## src/rtl/sgdma_pkg.sv

```systemverilog
package sgdma_pkg;
  typedef enum logic [1:0] {ST_IDLE, ST_FETCH, ST_XFER, ST_MARK} seq_st_e;

  localparam logic [3:0] RI_TIMING  = 4'd0;
  localparam logic [3:0] RI_TBL_LO  = 4'd1;
  localparam logic [3:0] RI_TBL_HI  = 4'd2;
  localparam logic [3:0] RI_CUR_LO  = 4'd3;
  localparam logic [3:0] RI_CUR_HI  = 4'd4;
  localparam logic [3:0] RI_DEV_CNT = 4'd5;
  localparam logic [3:0] RI_MEM_CNT = 4'd6;
  localparam logic [3:0] RI_CTRL    = 4'd7;
  localparam logic [3:0] RI_DONE_AD = 4'd8;
  localparam logic [3:0] RI_IRQ_ST  = 4'd9;
  localparam logic [3:0] RI_IRQ_EN  = 4'd10;

  function automatic logic [31:0] swap32(input logic [31:0] w);
    return {w[7:0], w[15:8], w[23:16], w[31:24]};
  endfunction
endpackage

```

## src/rtl/sgdma_regs.sv

```systemverilog
module sgdma_regs
  import sgdma_pkg::*;
#(
  parameter int CNT_W = 32
) (
  input  logic             clk_i,
  input  logic             rst_ni,
  input  logic             we_i,
  input  logic [3:0]       addr_i,
  input  logic [31:0]      wdata_i,
  output logic [31:0]      rdata_o,
  output logic             start_o,
  output logic             stop_o,
  output logic             dir_o,
  output logic [31:0]      tbl_o,
  output logic [31:0]      done_addr_o,
  input  logic             active_i,
  input  logic             done_i,
  input  logic             err_i,
  input  logic [31:0]      cur_addr_i,
  input  logic [CNT_W-1:0] dev_cnt_i,
  input  logic [CNT_W-1:0] mem_cnt_i,
  output logic             irq_o
);
  logic [31:0] timing_q, tbl_lo_q, tbl_hi_q, done_ad_q;
  logic        dir_q, stop_q, fault_q;
  logic [1:0]  ist_q, ien_q, w1c;
  logic        ctrl_wr;

  assign ctrl_wr = we_i && (addr_i == RI_CTRL);
  assign start_o = ctrl_wr && wdata_i[0] && !wdata_i[1] && !active_i && !stop_q;
  assign w1c     = (we_i && addr_i == RI_IRQ_ST) ? wdata_i[1:0] : 2'b00;

  always_ff @(posedge clk_i or negedge rst_ni) begin
    if (!rst_ni) begin
      timing_q <= '0; tbl_lo_q <= '0; tbl_hi_q <= '0; done_ad_q <= '0;
      dir_q <= 1'b0; stop_q <= 1'b0; fault_q <= 1'b0;
      ist_q <= '0; ien_q <= '0;
    end else begin
      if (we_i) begin
        case (addr_i)
          RI_TIMING:  timing_q  <= wdata_i;
          RI_TBL_LO:  tbl_lo_q  <= wdata_i;
          RI_TBL_HI:  tbl_hi_q  <= wdata_i;
          RI_DONE_AD: done_ad_q <= wdata_i;
          RI_IRQ_EN:  ien_q     <= wdata_i[1:0];
          default: ;
        endcase
      end
      if (start_o) dir_q <= wdata_i[2];
      if (ctrl_wr && wdata_i[1]) stop_q <= 1'b1;
      else if (stop_q && !active_i) stop_q <= 1'b0;
      if (err_i) fault_q <= 1'b1;
      else if (ctrl_wr && wdata_i[1]) fault_q <= 1'b0;
      ist_q <= (ist_q & ~w1c) | {err_i, done_i};
    end
  end

  always_comb begin
    case (addr_i)
      RI_TIMING:  rdata_o = timing_q;
      RI_TBL_LO:  rdata_o = tbl_lo_q;
      RI_TBL_HI:  rdata_o = tbl_hi_q;
      RI_CUR_LO:  rdata_o = cur_addr_i;
      RI_DEV_CNT: rdata_o = 32'(dev_cnt_i);
      RI_MEM_CNT: rdata_o = 32'(mem_cnt_i);
      RI_CTRL:    rdata_o = {27'd0, fault_q, active_i, dir_q, stop_q, 1'b0};
      RI_DONE_AD: rdata_o = done_ad_q;
      RI_IRQ_ST:  rdata_o = {30'd0, ist_q};
      RI_IRQ_EN:  rdata_o = {30'd0, ien_q};
      default:    rdata_o = '0;
    endcase
  end

  assign stop_o      = stop_q;
  assign dir_o       = dir_q;
  assign tbl_o       = tbl_lo_q;
  assign done_addr_o = done_ad_q;
  assign irq_o       = |(ist_q & ien_q);

  assert_done_status_R5: assert property (@(posedge clk_i) disable iff (!rst_ni)
    done_i |=> ist_q[0]);
  assert_fault_status_R8: assert property (@(posedge clk_i) disable iff (!rst_ni)
    err_i |=> (ist_q[1] && fault_q));
  assert_stop_selfclear_R7: assert property (@(posedge clk_i) disable iff (!rst_ni)
    (stop_q && !active_i && !ctrl_wr) |=> !stop_q);
endmodule

```

## src/rtl/sgdma_seq.sv

```systemverilog
module sgdma_seq
  import sgdma_pkg::*;
#(
  parameter int CNT_W      = 32,
  parameter int LEN_W      = 16,
  parameter int MARK_BYTES = 128
) (
  input  logic             clk_i,
  input  logic             rst_ni,
  input  logic             start_i,
  input  logic             stop_i,
  input  logic             dir_i,
  input  logic [31:0]      tbl_i,
  input  logic [31:0]      done_addr_i,
  output logic             active_o,
  output logic             done_o,
  output logic             err_o,
  output logic [31:0]      cur_addr_o,
  output logic [CNT_W-1:0] dev_cnt_o,
  output logic [CNT_W-1:0] mem_cnt_o,
  output logic             mem_req_o,
  output logic             mem_we_o,
  output logic [31:0]      mem_addr_o,
  output logic [31:0]      mem_wdata_o,
  input  logic             mem_gnt_i,
  input  logic             mem_err_i,
  input  logic [31:0]      mem_rdata_i,
  input  logic             dev_in_valid_i,
  input  logic [31:0]      dev_in_data_i,
  output logic             dev_in_ready_o,
  output logic             dev_out_valid_o,
  output logic [31:0]      dev_out_data_o,
  input  logic             dev_out_ready_i
);
  localparam int MARK_WORDS = MARK_BYTES / 4;
  localparam int MW_W       = (MARK_WORDS > 1) ? $clog2(MARK_WORDS) : 1;

  seq_st_e          state_q;
  logic [1:0]       widx_q;
  logic [MW_W-1:0]  mark_q;
  logic [31:0]      tbl_q, addr_q, buf_q;
  logic [LEN_W-1:0] rem_q;
  logic             eol_q, have_q;
  logic [CNT_W-1:0] dev_cnt_q, mem_cnt_q;

  logic [31:0]      sw;
  logic [LEN_W-1:0] len_w;
  logic [2:0]       step;
  logic             seg_last, mhs, dhs_in, dhs_out, abort, sw_unused;
  seq_st_e          next_seg;

  assign sw        = swap32(mem_rdata_i);
  assign len_w     = sw[LEN_W-1:0];
  assign sw_unused = ^sw[30:LEN_W];
  assign step      = (rem_q >= LEN_W'(4)) ? 3'd4 : rem_q[2:0];
  assign seg_last  = (rem_q <= LEN_W'(4));
  assign next_seg  = eol_q ? ST_MARK : ST_FETCH;

  assign mem_req_o = (state_q == ST_FETCH) || (state_q == ST_MARK) ||
                     ((state_q == ST_XFER) && (dir_i ? have_q : !have_q));
  assign mem_we_o  = (state_q == ST_MARK) || ((state_q == ST_XFER) && dir_i);
  always_comb begin
    case (state_q)
      ST_FETCH: mem_addr_o = tbl_q + 32'({widx_q, 2'b00});
      ST_MARK:  mem_addr_o = done_addr_i + 32'({mark_q, 2'b00});
      default:  mem_addr_o = addr_q;
    endcase
  end
  assign mem_wdata_o     = (state_q == ST_MARK) ? '1 : buf_q;
  assign dev_in_ready_o  = (state_q == ST_XFER) && dir_i && !have_q;
  assign dev_out_valid_o = (state_q == ST_XFER) && !dir_i && have_q;
  assign dev_out_data_o  = buf_q;

  assign mhs     = mem_req_o && mem_gnt_i;
  assign dhs_in  = dev_in_valid_i && dev_in_ready_o;
  assign dhs_out = dev_out_valid_o && dev_out_ready_i;
  assign abort   = stop_i && (state_q != ST_IDLE) && !mhs && !dhs_in && !dhs_out;

  always_ff @(posedge clk_i or negedge rst_ni) begin
    if (!rst_ni) begin
      state_q <= ST_IDLE; widx_q <= '0; mark_q <= '0;
      tbl_q <= '0; addr_q <= '0; buf_q <= '0; rem_q <= '0;
      eol_q <= 1'b0; have_q <= 1'b0; dev_cnt_q <= '0; mem_cnt_q <= '0;
      done_o <= 1'b0; err_o <= 1'b0;
    end else begin
      done_o <= 1'b0;
      err_o  <= 1'b0;
      if (start_i) begin
        state_q <= ST_FETCH; tbl_q <= tbl_i; widx_q <= '0; mark_q <= '0;
        have_q <= 1'b0; dev_cnt_q <= '0; mem_cnt_q <= '0;
      end else if (abort) begin
        state_q <= ST_IDLE;
      end else if (mhs && mem_err_i) begin
        state_q <= ST_IDLE;
        err_o   <= 1'b1;
      end else begin
        case (state_q)
          ST_FETCH: if (mhs) begin
            widx_q <= widx_q + 2'd1;
            if (widx_q == 2'd1) addr_q <= sw;
            if (widx_q == 2'd3) begin
              tbl_q <= tbl_q + 32'd16;
              eol_q <= sw[31];
              rem_q <= len_w;
              if (len_w == '0) state_q <= sw[31] ? ST_MARK : ST_FETCH;
              else             state_q <= ST_XFER;
            end
          end
          ST_XFER: if (dir_i) begin
            if (dhs_in) begin
              buf_q <= dev_in_data_i; have_q <= 1'b1;
              dev_cnt_q <= dev_cnt_q + CNT_W'(step);
            end
            if (mhs) begin
              mem_cnt_q <= mem_cnt_q + CNT_W'(step);
              addr_q <= addr_q + 32'd4; rem_q <= rem_q - LEN_W'(step); have_q <= 1'b0;
              if (seg_last) state_q <= next_seg;
            end
          end else begin
            if (mhs) begin
              buf_q <= mem_rdata_i; have_q <= 1'b1;
              mem_cnt_q <= mem_cnt_q + CNT_W'(step);
            end
            if (dhs_out) begin
              dev_cnt_q <= dev_cnt_q + CNT_W'(step);
              addr_q <= addr_q + 32'd4; rem_q <= rem_q - LEN_W'(step); have_q <= 1'b0;
              if (seg_last) state_q <= next_seg;
            end
          end
          ST_MARK: if (mhs) begin
            mark_q <= mark_q + 1'b1;
            if (mark_q == MW_W'(MARK_WORDS - 1)) begin
              state_q <= ST_IDLE;
              done_o  <= 1'b1;
            end
          end
          default: ;
        endcase
      end
    end
  end

  assign active_o   = (state_q != ST_IDLE);
  assign cur_addr_o = addr_q;
  assign dev_cnt_o  = dev_cnt_q;
  assign mem_cnt_o  = mem_cnt_q;

  assert_req_hold_R11: assert property (@(posedge clk_i) disable iff (!rst_ni)
    (mem_req_o && !mem_gnt_i && !stop_i) |=>
      (mem_req_o && $stable(mem_addr_o) && $stable(mem_wdata_o) && $stable(mem_we_o)));
  assert_dev_hold_R11: assert property (@(posedge clk_i) disable iff (!rst_ni)
    (dev_out_valid_o && !dev_out_ready_i && !stop_i) |=>
      (dev_out_valid_o && $stable(dev_out_data_o)));
  assert_stop_halts_R7: assert property (@(posedge clk_i) disable iff (!rst_ni)
    (stop_i && active_o && !mhs && !dhs_in && !dhs_out) |=> !active_o);
  assert_start_idle_R9: assert property (@(posedge clk_i) disable iff (!rst_ni)
    start_i |-> (state_q == ST_IDLE));
  assert_cnt_order_R6: assert property (@(posedge clk_i) disable iff (!rst_ni)
    active_o |-> (dir_i ? (mem_cnt_q <= dev_cnt_q) : (dev_cnt_q <= mem_cnt_q)));
  assert_single_event_R5: assert property (@(posedge clk_i) disable iff (!rst_ni)
    $onehot0({done_o, err_o}));
endmodule

```

## src/rtl/sgdma_top.sv

```systemverilog
module sgdma_top #(
  parameter int CNT_W      = 32,
  parameter int LEN_W      = 16,
  parameter int MARK_BYTES = 128
) (
  input  logic        clk_i,
  input  logic        rst_ni,
  input  logic        reg_we_i,
  input  logic [3:0]  reg_addr_i,
  input  logic [31:0] reg_wdata_i,
  output logic [31:0] reg_rdata_o,
  output logic        mem_req_o,
  output logic        mem_we_o,
  output logic [31:0] mem_addr_o,
  output logic [31:0] mem_wdata_o,
  input  logic        mem_gnt_i,
  input  logic        mem_err_i,
  input  logic [31:0] mem_rdata_i,
  input  logic        dev_in_valid_i,
  input  logic [31:0] dev_in_data_i,
  output logic        dev_in_ready_o,
  output logic        dev_out_valid_o,
  output logic [31:0] dev_out_data_o,
  input  logic        dev_out_ready_i,
  output logic        irq_o
);
  logic             start, stop, dir, active, done, err;
  logic [31:0]      tbl, done_addr, cur_addr;
  logic [CNT_W-1:0] dev_cnt, mem_cnt;

  sgdma_regs #(.CNT_W(CNT_W)) u_regs (
    .clk_i(clk_i), .rst_ni(rst_ni), .we_i(reg_we_i), .addr_i(reg_addr_i),
    .wdata_i(reg_wdata_i), .rdata_o(reg_rdata_o), .start_o(start), .stop_o(stop),
    .dir_o(dir), .tbl_o(tbl), .done_addr_o(done_addr), .active_i(active),
    .done_i(done), .err_i(err), .cur_addr_i(cur_addr), .dev_cnt_i(dev_cnt),
    .mem_cnt_i(mem_cnt), .irq_o(irq_o)
  );

  sgdma_seq #(.CNT_W(CNT_W), .LEN_W(LEN_W), .MARK_BYTES(MARK_BYTES)) u_seq (
    .clk_i(clk_i), .rst_ni(rst_ni), .start_i(start), .stop_i(stop), .dir_i(dir),
    .tbl_i(tbl), .done_addr_i(done_addr), .active_o(active), .done_o(done),
    .err_o(err), .cur_addr_o(cur_addr), .dev_cnt_o(dev_cnt), .mem_cnt_o(mem_cnt),
    .mem_req_o(mem_req_o), .mem_we_o(mem_we_o), .mem_addr_o(mem_addr_o),
    .mem_wdata_o(mem_wdata_o), .mem_gnt_i(mem_gnt_i), .mem_err_i(mem_err_i),
    .mem_rdata_i(mem_rdata_i), .dev_in_valid_i(dev_in_valid_i),
    .dev_in_data_i(dev_in_data_i), .dev_in_ready_o(dev_in_ready_o),
    .dev_out_valid_o(dev_out_valid_o), .dev_out_data_o(dev_out_data_o),
    .dev_out_ready_i(dev_out_ready_i)
  );
endmodule

```

## config.mk

```make
export PLATFORM = sky130hd
export DESIGN_NAME = sgdma_top
export DESIGN_NICKNAME = d
export VERILOG_FILES = /design/src/rtl/sgdma_pkg.sv /design/src/rtl/sgdma_regs.sv /design/src/rtl/sgdma_seq.sv /design/src/rtl/sgdma_top.sv
export SDC_FILE = /design/constraint.sdc
export NUM_CORES = 1
export LEC_CHECK = 0
export BUFFER_PORTS_ARGS = -buffer_cell sky130_fd_sc_hd__buf_2
export CAP_MARGIN = 25
export CORE_ASPECT_RATIO = 1.1
export CORE_MARGIN = 3
export CORE_UTILIZATION = 35
export CTS_BUF_LIST = sky130_fd_sc_hd__clkbuf_4 sky130_fd_sc_hd__clkbuf_8
export DETAILED_ROUTE_END_ITERATION = 16
export MAX_ROUTING_LAYER = met4
export PLACE_DENSITY_LB_ADDON = 0.12
export REMOVE_ABC_BUFFERS = 1
export SETUP_SLACK_MARGIN = 0.02
export SLEW_MARGIN = 20
export SYNTH_ARGS = -nofsm -noshare
export SYNTH_HDL_FRONTEND = slang
export SYNTH_HIERARCHICAL = 1
export SYNTH_SLANG_ARGS = --single-unit
```

## constraint.sdc

```tcl
create_clock -name clk_i -period 3.83 [get_ports clk_i]
set_input_delay 0.383 -clock clk_i [delete_from_list [all_inputs] [get_ports clk_i]]
set_output_delay 0.383 -clock clk_i [all_outputs]
set_load 0.005 [all_outputs]
```

Word level (Yosys, flattened, before mapping)
Cells that the tools add are included.

word-level totals
  output and inout port bits = 133
  flip-flop bits (word level) = 324

operators by class
  bitwise logic cells = 7
  add/subtract/negate cells = 9
  reduce and logical (&&, ||, !) cells = 64
  muxes and demuxes = 86
  $lt $le $gt $ge = 2
  eq/ne operators = 31

operators by type and width
  operator               number
  $mux 32                27
  $pmux 32 s10           1
  $pmux 32 s2            2
  $mux 16                5
  $add 32x3->32          2
  $mux 2                 20
  $add 32x3->32 const B  1
  $add 32x4->32          1
  $add 32x5->32 const B  1
  $add 32x7->32          1
  $pmux 16 s2            1
  $mux 5                 5
  $mux 1                 23
  $logic_and 1x1->1      21
  $reduce_bool 2->1      10
  $ge 16x3->1 const B    1
  $le 16x3->1 const B    1
  $logic_not 16->1       1
  $reduce_and 8->1       2
  $sub 16x3->16          1
  $reduce_and 5->1       3
  $eq 4x3->1 const B     3
  $eq 4x4->1 const B     3
  $ne 6x4->1 const B     2
  other kinds (30)       61

Depth between registers and ports, before layout
Gate-level depths: netlist of run 1.

  depth after elaboration = 12
  mapped depth = 15
  depth with buffers taken out = 12

Hierarchy
The synthesis of run 1 kept the hierarchy.

by module, submodules not included
  module      instances  sequential area each (µm²)  cells each  area each (µm²)
  sgdma_seq   1          4,729.5                     1,418       12,455.7
  sgdma_regs  1          3,378.2                     559         6,967.9

Least setup slack after synthesis of run 1
OpenSTA, ideal clock, no wires.

  kind = flip-flop to flip-flop
  start = register u_seq.rem_q[3]
  end = register u_seq.dev_cnt_q[29], in the netlist u_seq/dev_cnt_o[29]
  setup slack = 0.430 ns
  arrival time = 3.268 ns
  period minus slack after synthesis = 3.400 ns
  buffers on the path = 1
  required time = 3.698 ns
  cell stages (with the launch flop) = 13
  path through = dfrtp_1 -> or4_1 -> nor4_1 -> nand2_1 -> nor2_1 -> inv_1 -> ha_1 -> a31o_2 -> a21oi_1 -> clkbuf_1 -> nand4b_1 -> xor2_1 -> nor2_1

between the ends
  word-level cells in the longest chain between the ends = 9

ends and longest elaborated chain
  what                               line                                text
  start: declaration                 sgdma_seq.sv:42                     logic [LEN_W-1:0] rem_q;
  start signal: assignment           sgdma_seq.sv:104                    rem_q <= len_w;
  $ge 16x3->1 (*)                    sgdma_seq.sv:55                     assign step = (rem_q >= LEN_W'(4)) ? 3'd4 : rem_q[2:0];
  $mux 3 (*)                         sgdma_seq.sv:55
  $add 32x3->32 (*)                  sgdma_seq.sv:112, sgdma_seq.sv:125
  $mux 32, on equally long branches  sgdma_seq.sv:124, sgdma_seq.sv:110
  $mux 32 (*)                        sgdma_seq.sv:109                    ST_XFER: if (dir_i) begin
  $mux 32 (*)                        sgdma_seq.sv:97                     case (state_q)
  $mux 32 (*)                        sgdma_seq.sv:93                     end else if (mhs && mem_err_i) begin
  $mux 32 (*)                        sgdma_seq.sv:91                     end else if (abort) begin
  $mux 32 (*)                        sgdma_seq.sv:88                     if (start_i) begin
  end signal: assignment             sgdma_seq.sv:112                    dev_cnt_q <= dev_cnt_q + CNT_W'(step);
  end signal: assignment             sgdma_seq.sv:125                    dev_cnt_q <= dev_cnt_q + CNT_W'(step);
  end: declaration                   sgdma_seq.sv:44                     logic [CNT_W-1:0] dev_cnt_q, mem_cnt_q;

Every way passes the cells marked *; elsewhere a longest branch is shown, timed or not. The select of a mux whose other input is x is not followed.
A chain may end at the register's enable or synchronous reset.

Worst setup path in the final report of run 1
  start = register u_regs.done_ad_q[4], in the netlist u_regs/done_addr_o[4]
  end = output mem_addr_o[15]

between the ends
  word-level cells in the longest chain between the ends = 2

ends and longest elaborated chain
  what                      line              text
  start: declaration        sgdma_regs.sv:25  logic [31:0] timing_q, tbl_lo_q, tbl_hi_q, done_ad_q;
  start signal: assignment  sgdma_regs.sv:45  RI_DONE_AD: done_ad_q <= wdata_i;
  $add 32x7->32             sgdma_seq.sv:65   ST_MARK: mem_addr_o = done_addr_i + 32'({mark_q, 2'b00});
  $pmux 32 s2               sgdma_seq.sv:63   case (state_q)
  end: declaration          sgdma_top.sv:14   output logic [31:0] mem_addr_o,

Every way passes these cells.

==> results of run 1 <==
[final cells by class]
cell class	count	area (sq um)
antenna	5	12.5
clock inverter	8	75.1
fill	5377	30700
sequential	324	8110
inverter	20	75.1
clock buffer	103	1300
timing repair buffer	370	2380
tap	728	911
multi-input combinational	1492	10700
[Yosys cell counts, drive strengths merged (5+ instances only)]
cell / n
o22ai: 16
mux2i: 33
a2bb2oi: 12
and2: 13
ha: 20
o211ai: 7
o32ai: 5
xor2: 41
o21ai: 99
clkbuf: 89
or3: 14
a22oi: 29
a22o: 34
nor4: 25
nand3b: 6
or4: 6
a221oi: 9
a222oi: 10
nor2: 168
nor3b: 9
a41o: 5
a21o: 12
nor3: 43
nand2: 149
buf: 51
inv: 20
nor2b: 17
a31oi: 11
a32oi: 17
dfrtp: 324
a221o: 7
nand4: 33
o2bb2ai: 6
o221ai: 16
o22a: 8
nor4b: 10
mux2: 218
and3: 23
nand2b: 39
and4: 14
a21oi: 82
xnor2: 98
nand3: 67
a2111oi: 8
a211oi: 7
[power groups by stage]
| stage | combinational (mW) | sequential (mW) | clock [mW] |
|---|---|---|---|
| 2_1_floorplan | 2.97 | 5.08 | 0 |
| 3_3_place_gp | 5.19 | 5.56 | 0 |
| 3_5_place_dp | 5.24 | 5.59 | 0 |
| 4_1_cts | 5.34 | 5.53 | 3.90 |
| 5_1_grt | 5.86 | 5.67 | 4.03 |
| 6_report | 5.38 | 5.57 | 3.80 |
[cell families (layout without fill, tap and decap cells)]
kind of cell,count (synthesis),after routing,synth area share
buffers and inverters,161,501,0.0375
XOR/XNOR,139,139,0.0631
multiplexers,251,251,0.143
adder cells (fa/ha/maj),22,22,0.0149
other,1,6,0.000193
AO/OA/AOI/OAI,432,432,0.155
AND/OR/NAND/NOR,647,647,0.168
flip-flops,324,324,0.417
[routing by layer]
metal	GRT usage	wire length (microns)
met4	0.112	3340
met2	0.434	37300
met5	-	0
met1	0.356	33300
met3	0.0459	6160
[state kept, by name, summed over array words and instances, names as in the netlist, 5 cells and up]
name / cells
u_regs/done_addr_o: 32
u_regs/tbl_hi_q: 32
u_regs/tbl_o: 32
u_regs/timing_q: 32
u_seq/cur_addr_o: 32
u_seq/dev_cnt_o: 32
u_seq/dev_out_data_o: 32
u_seq/mark_q: 5
u_seq/mem_cnt_o: 32
u_seq/rem_q: 16
u_seq/tbl_q: 32
[worst max-delay path by stage]
stage	endpoint	slack [ps]
2_1_floorplan	u_seq/mem_cnt_o[31]	-2500
3_3_place_gp	u_seq/mem_cnt_o[25]	230
3_5_place_dp	u_seq/mem_cnt_o[25]	170
4_1_cts	mem_addr_o[30]	30
5_1_grt	mem_addr_o[30]	20
6_report	mem_addr_o[15]	120
[critical path: cells and delay by family (launching register included)]
kind | cells | cell delay [ps]
adders and majority gates | 1 | 390
buffers and inverters | 2 | 370
AOI/OAI and AO/OA | 4 | 1160
xor gates and xnor gates | 1 | 160
DFF | 1 | 440
and+or+nand+nor | 1 | 100
[repair_timing]
action                                  in CTS  in global routing
gates resized for setup                      9                  4
endpoints found under the hold margin      200                  0
endpoints found under the setup margin       5                 17
pin swaps                                    7                  3
buffers inserted                             5                  5
hold buffers                                45                  0
==> results.cfg, run 1 <==
[outcome]
status = finished, final reports clean

[final_layout]
fin_util = 0.434
area_growth_pct = 21.2
finalInstanceArea_sq_um = 23500
most-common-layout-cells = dfrtp_1 (323), buf_2 (238), mux2_2 (213), nor2_1 (167), nand2_1 (148)
fin_cells = 3050
drive_above_1_share = 0.298
nNetsFinal = 2398
layout_commonest_cell = dfrtp_1

[drt]
drtIter0Drc = 1646
dr.pass1.iters = 8
drc = 0
ant_nets = 0
vias_per_cell = 5.85
drt-wirelength-per-cell_microns = 26.2
vias = 17900
wirelength_mm = 80.0

[placed_design]
portBuffers = 239
post-dp-hpwl_mm = 58.7
gp_congestion = 0.970
pre_cts_slack_ps = 172
dp_cells = 2879
placedInstanceArea_sq_um = 21600

[min_path]
hold_depth = 3
min_from = mem_rdata_i[8]
hold_end = u_seq/cur_addr_o[16]
min_path_type = input port to flop

[yosys]
ys_async_sr_fraction = 1.00
yosys_most_used_dff = dfrtp_1
yosys.area.top_type = dfrtp_1
syn_area_per_cell_sq_um = 9.82
yosys_warnings = 6
synth.yosys.seq_area_share = 0.417
netlist_area_sq_um = 19400
ys_types = 89
syn_inst = 1977
netlist.area_leader.share = 0.417
synth_edf_count = 0
yosys-top-cells-area = dfrtp_1 (42%), mux2_2 (12%), xnor2_1 (4.4%), nor2_1 (3.2%), nand2_1 (2.9%)
ys_ff_latch = 324

[die]
die_w_microns = 231
start_util = 0.358
die_h_microns = 253
core-area_sq_um = 54200
io_pins = 240
num_rows = 89
die-area_sq_um = 58400

[grt]
grt_pass1_wl_mm = 117
overflow = 0
antenna_found_initial = 7
track_usage = 0.276
grt_max_degree = 100
grt_pass1_vias = 17600

[sta]
hold_viol = 0
fin_crit_sh = 0.968
tns_ps = 0
relSlewSlack = 0.424
worst_slew_pin_slew_ps = 860
drv_slew = 0
setup_slack_ps = 123
skew_ps = 18.4
hold-worst-slack_ps = 57.5
fin_crit_ps = 3710
fmax_mhz = 270
rsz0062_at_grt = true
setup_viol = 0

[worst_setup_path]
crit-reg2reg-launch = u_seq/rem_q[3]
critPathArrivalTime_ps = 3320
worst-setup-path-type = flop to primary output
critical_path.max_fanout = 5
reg2regPathDepth = 14
startpoint = u_regs/done_addr_o[4]
cpMaxStageDelayCell = a221oi_1
cpPeakStageDelay_ps = 450
required_ps = 3450
path_cells = ha_1 > o21ai_0 > o21ai_1 > o2111a_2 > buf_4 > nand3_1 > xor2_1 > a221oi_1 > buf_2
r2r_setup_slack_ps = 200
worstReg2RegEnd = u_seq/mem_cnt_o[25]
end_kind = primary output
cp-start-kind = flop

[pwr]
ir_worst_vdd_v = 0.000343
power_density_nw_per_um2 = 627
switching_share = 0.398
power.internal_mw = 8.88
power_switching_mw = 5.87
seqPwrFrac = 0.378
finalPower_mw = 14.8
power_frac_comb = 0.365
clkPwrFrac = 0.258
leakage_nw = 10.0

[cts]
root_buffer = clkbuf_8
cts_tree = done
ctsHtreeMaxLevel = 2
clock_latency_ps = 690
cts_buffer_depth = 3
cts_sinks = 324
cts_buffers = 61
cts.clk_slew.worst_paths_ps = 60

[flow_run]
maxCapViolCount = 0
No activity file was read; power rests on OpenSTA's default activity.
==> run 2, diff against run 1 <==
--- a/config.mk
+++ b/config.mk
@@ -9,8 +9,10 @@
 export CAP_MARGIN = 25
 export CORE_ASPECT_RATIO = 1.1
 export CORE_MARGIN = 3
-export CORE_UTILIZATION = 35
+export CORE_UTILIZATION = 61
 export CTS_BUF_LIST = sky130_fd_sc_hd__clkbuf_4 sky130_fd_sc_hd__clkbuf_8
+export CTS_CLUSTER_DIAMETER = 80
+export CTS_CLUSTER_SIZE = 12
 export DETAILED_ROUTE_END_ITERATION = 16
 export MAX_ROUTING_LAYER = met4
 export PLACE_DENSITY_LB_ADDON = 0.12
==> results.cfg, run 2 (synthesis gave the netlist of run 1 again) <==
[worst_setup_path]
required_ps = 3450
end_kind = primary output
cp-start-kind = flop
critical_path.max_fanout = 7
critPathArrivalTime_ps = 3370
reg2regPathDepth = 13
worst-setup-path-type = flop to primary output

[sta]
skew_ps = 17.9
relSlewSlack = 0.325
fin_crit_sh = 0.981
fmax_mhz = 266
hold_viol = 0
drv_slew = 0
setup_viol = 0
worst_slew_pin_slew_ps = 1010
fin_crit_ps = 3760

[drt]
drc = 0
dr.pass1.iters = 6
wl_met2_mm = 31.4
vias_per_cell = 6.81
drtIter0Drc = 2213
m1WireLength_mm = 25.3
drt-wirelength-per-cell_microns = 26.4
ant_nets = 0
vias = 17700
wirelength_mm = 68.5
wl_met3_mm = 7.20
routed.top_layer = met4

[cts]
cts.clk_slew.worst_paths_ps = 90
ctsHtreeMaxLevel = 1
clock_latency_ps = 620
cts_buffer_depth = 3
root_buffer = clkbuf_8
cts_tree = done
cts_sinks = 324
cts_buffers = 30

[die]
io_pins = 240
die_h_microns = 193
die_w_microns = 176
start_util = 0.628
die-area_sq_um = 34000
num_rows = 67
core-area_sq_um = 30900

[min_path]
hold_depth = 2
min_path_type = input port to flop

[placed_design]
placedInstanceArea_sq_um = 21100
dp_cells = 2551
gp_congestion = 0.993
post-dp-hpwl_mm = 50.3
portBuffers = 239

[grt]
grt_max_degree = 106
antenna_found_initial = 6
overflow = 0
track_usage = 0.404
grt_pass1_wl_mm = 102
grt_pass1_vias = 17100

[pwr]
power.internal_mw = 7.34
power_switching_mw = 5.25
switching_share = 0.417
finalPower_mw = 12.6
clkPwrFrac = 0.150
power_frac_comb = 0.408
ir_worst_vdd_v = 0.000428
leakage_nw = 9.26
power_density_nw_per_um2 = 583
seqPwrFrac = 0.442

[final_layout]
most-common-layout-cells = dfrtp_1 (322), buf_2 (238), mux2_2 (213), nor2_1 (167), nand2_1 (148)
drive_above_1_share = 0.271
finalInstanceArea_sq_um = 21600
layout_commonest_cell = dfrtp_1
fin_cells = 2594
area_growth_pct = 11.3
nNetsFinal = 2303

[flow_run]
maxCapViolCount = 0

[outcome]
status = finished, final reports clean
==> run 2: changes by cell type in the layout (fill, tap and decap cells not counted), moves of 2 or more <==
| cell | change |
|---|---|
| clkbuf_8 | -53 |
| dlygate4sd3_1 | -44 |
| buf_4 | -21 |
| inv_6 | -2 |
| a2111oi_1 | -2 |
| clkbuf_4 | -18 |
| clkinv_2 | -4 |
==> run 2: worst max-delay path: stages, from the launching register on <==
cell and delay (ps):
dfrtp_1 460, ha_1 350, a211oi_1 370, o21ai_0 210
o2111a_1 310, and3_1 260, xnor2_1 140, a222oi_1 450
buf_2 210
==> run 2: path summary, 6_finish.rpt <==
path | from | endpoint | slack [ps]
min reg2reg | u_seq/done_o | u_regs/ist_q[0] | 470
max in group asynchronous | rst_ni | u_regs/dir_o | 2430
max reg2reg | u_seq/rem_q[3] | u_seq/mem_cnt_o[21] | 220
min | reg_wdata_i[31] | u_regs/timing_q[31] | 40
max | u_regs/done_addr_o[3] | mem_addr_o[11] | 70
min in group asynchronous | rst_ni | u_seq/tbl_q[22] | 390
==> run 2: layout make-up <==
| type | instances | area [sq um] |
|---|---|---|
| Antenna cell | 6 | 15.0 |
| Clock buffer | 32 | 434 |
| Fill cell | 2392 | 9320 |
| Inverter | 20 | 75.1 |
| Multi-Input combinational cell | 1492 | 10700 |
| Sequential cell | 324 | 8110 |
| Tap cell | 414 | 518 |
| Timing Repair Buffer | 306 | 1800 |
==> run 2: repair_timing <==
item,CTS,global route
buffers inserted,2,2
setup endpoints to repair,1,7
hold endpoints to repair,102,0
hold buffers,1,0
pin swaps,2,2
resized for setup,2,7
==> run 2: stage by stage <==
stage	worst slack, ps	utilization	TNS (ps)	hold WS (ps)
after detailed placement	166	0.682	0	454
after global routing	-14.8	0.699	-27.1	30.1
after global placement	236	0.682	0	451
after CTS	22.8	0.697	0	13.5
final	74.3	0.699	0	44.6
after floorplan	-2500	-	-298440	87.4
==> run 2: power groups by stage <==
| stage | registers, mW | logic, mW | clock network, mW |
|---|---|---|---|
| after floorplan | 5.08 | 2.97 | 0 |
| after global placement | 5.51 | 4.90 | 0 |
| after detailed placement | 5.55 | 5.02 | 0 |
| after CTS | 5.49 | 5.06 | 1.91 |
| after global routing | 5.64 | 5.54 | 2.04 |
| final | 5.56 | 5.14 | 1.89 |
==> run 2: per-layer routing <==
layer,up-vias,track usage
met5,-,-
met3,248,0.0801
met4,0,0.232
met1,8649,0.497
met2,1115,0.625
li1,7657,-
==> run 3, diff against run 2 <==
--- a/config.mk
+++ b/config.mk
@@ -7,9 +7,11 @@
 export LEC_CHECK = 0
 export BUFFER_PORTS_ARGS = -buffer_cell sky130_fd_sc_hd__buf_2
 export CAP_MARGIN = 25
+export CELL_PAD_IN_SITES_DETAIL_PLACEMENT = 1
+export CELL_PAD_IN_SITES_GLOBAL_PLACEMENT = 2
 export CORE_ASPECT_RATIO = 1.1
 export CORE_MARGIN = 3
-export CORE_UTILIZATION = 61
+export CORE_UTILIZATION = 39
 export CTS_BUF_LIST = sky130_fd_sc_hd__clkbuf_4 sky130_fd_sc_hd__clkbuf_8
 export CTS_CLUSTER_DIAMETER = 80
 export CTS_CLUSTER_SIZE = 12
==> results.cfg, run 3 (synthesis gave the netlist of run 1 again) <==
[worst_setup_path]
worst-setup-path-type = flop to primary output
worstReg2RegEnd = u_seq/mem_cnt_o[23]
required_ps = 3450
crit-reg2reg-launch = u_seq/rem_q[6]
cp-start-kind = flop
critical_path.max_fanout = 6
reg2regPathDepth = 13
end_kind = primary output
critPathArrivalTime_ps = 3360
startpoint = u_seq/widx_q[0]
r2r_setup_slack_ps = 210

[sta]
relSlewSlack = 0.375
hold-worst-slack_ps = 43.9
fin_crit_ps = 3750
fin_crit_sh = 0.978
hold_viol = 0
rsz0062_at_grt = true
setup_viol = 0
setup_slack_ps = 83.5
worst_slew_pin_slew_ps = 935
fmax_mhz = 267
drv_slew = 0
skew_ps = 19.3

[drt]
wl_met2_mm = 39.1
vias = 17600
wirelength_mm = 80.5
drc = 0
ant_nets = 0
dr.pass1.iters = 6
m1WireLength_mm = 32.8
wl_met3_mm = 5.28
drtIter0Drc = 1482
routed.top_layer = met4
vias_per_cell = 6.09
drt-wirelength-per-cell_microns = 28.0

[die]
start_util = 0.395
die_w_microns = 219
num_rows = 85
io_pins = 240
die-area_sq_um = 52500
core-area_sq_um = 49100
die_h_microns = 240

[min_path]
hold_depth = 2
min_from = reg_wdata_i[16]
hold_end = u_regs/tbl_o[16]
min_path_type = input port to flop

[placed_design]
dp_cells = 2798
gp_congestion = 0.922
portBuffers = 239
post-dp-hpwl_mm = 59.7
pre_cts_slack_ps = 92.3

[cts]
root_buffer = clkbuf_8
cts.clk_slew.worst_paths_ps = 100
cts_tree = done
cts_buffers = 31
cts_sinks = 324
ctsHtreeMaxLevel = 1
cts_buffer_depth = 3
clock_latency_ps = 670

[grt]
grt_pass1_wl_mm = 119
grt_max_degree = 88
antenna_found_initial = 8
overflow = 0
track_usage = 0.310
grt_pass1_vias = 18300

[final_layout]
area_growth_pct = 15.3
register_area_sq_um = 8110
layout_commonest_cell = dfrtp_1
most-common-layout-cells = dfrtp_1 (322), buf_2 (238), mux2_2 (213), nor2_1 (167), nand2_1 (148)
nNetsFinal = 2346
fin_util = 0.456
multi_input_area_sq_um = 10700
fill_cells = 5589
drive_above_1_share = 0.277
fin_cells = 2881

[pwr]
power_density_nw_per_um2 = 586
leakage_nw = 9.48
ir_worst_vdd_v = 0.000338
finalPower_mw = 13.1

[flow_run]
maxCapViolCount = 0

[outcome]
status = finished, final reports clean
run 3: worst max-delay path by stage:
stage | endpoint | slack [ps] | cells past startpoint
5_1_grt | mem_addr_o[30] | -40 | 9
6_report | mem_addr_o[30] | 80 | 9
3_5_place_dp | u_seq/mem_cnt_o[21] | 90 | 13
3_3_place_gp | u_seq/mem_cnt_o[25] | 180 | 14
4_1_cts | mem_addr_o[11] | 40 | 8
2_1_floorplan | u_seq/mem_cnt_o[31] | -2500 | 8
run 3: worst max-delay path, cell delays in order, from the launching register on:
cell and delay, ps:
dfrtp_1 410, ha_4 160, fa_2 220, inv_2 40, or4_4 540, or3_4 430
or3_4 350, a311oi_4 320, a21o_1 120, buf_2 110
run 3: layout make-up:
class                      count  area share
multi-input combinational   1492       0.478
inverter                      20     0.00335
clock inverter                 3     0.00190
timing repair buffer         348      0.0964
sequential                   324       0.362
clock buffer                  35      0.0210
tap                          652      0.0364
antenna                        7    0.000782
run 3: metal layers:
| metal | up-vias | GRT usage |
|---|---|---|
| li1 | 7717 | - |
| met1 | 9031 | 0.388 |
| met2 | 656 | 0.515 |
| met3 | 148 | 0.0421 |
| met4 | 0 | 0.117 |
| met5 | - | - |
run 3: power by group:
| part | total, mW | internal [mW] | switching [mW] |
|---|---|---|---|
| sequential | 5.62 | 4.28 | 1.34 |
| clock | 2.16 | 0.856 | 1.30 |
| combinational | 5.34 | 2.36 | 2.98 |
run 3: through the flow:
stage	TNS, ps	instance area, sq um
2_1_floorplan	-298440	18800
3_3_place_gp	0	21400
3_5_place_dp	0	21400
4_1_cts	0	22300
5_1_grt	-46.8	22400
6_report	0	22400
run 3: timing repair:
action / 4_1_cts / 5_1_grt
setup endpoints to repair: 4 / 17
hold buffers: 29 / 0
gates resized for setup: 5 / 14
hold endpoints to repair: 162 / 0
pin swaps: 5 / 7
buffers inserted: 3 / 6
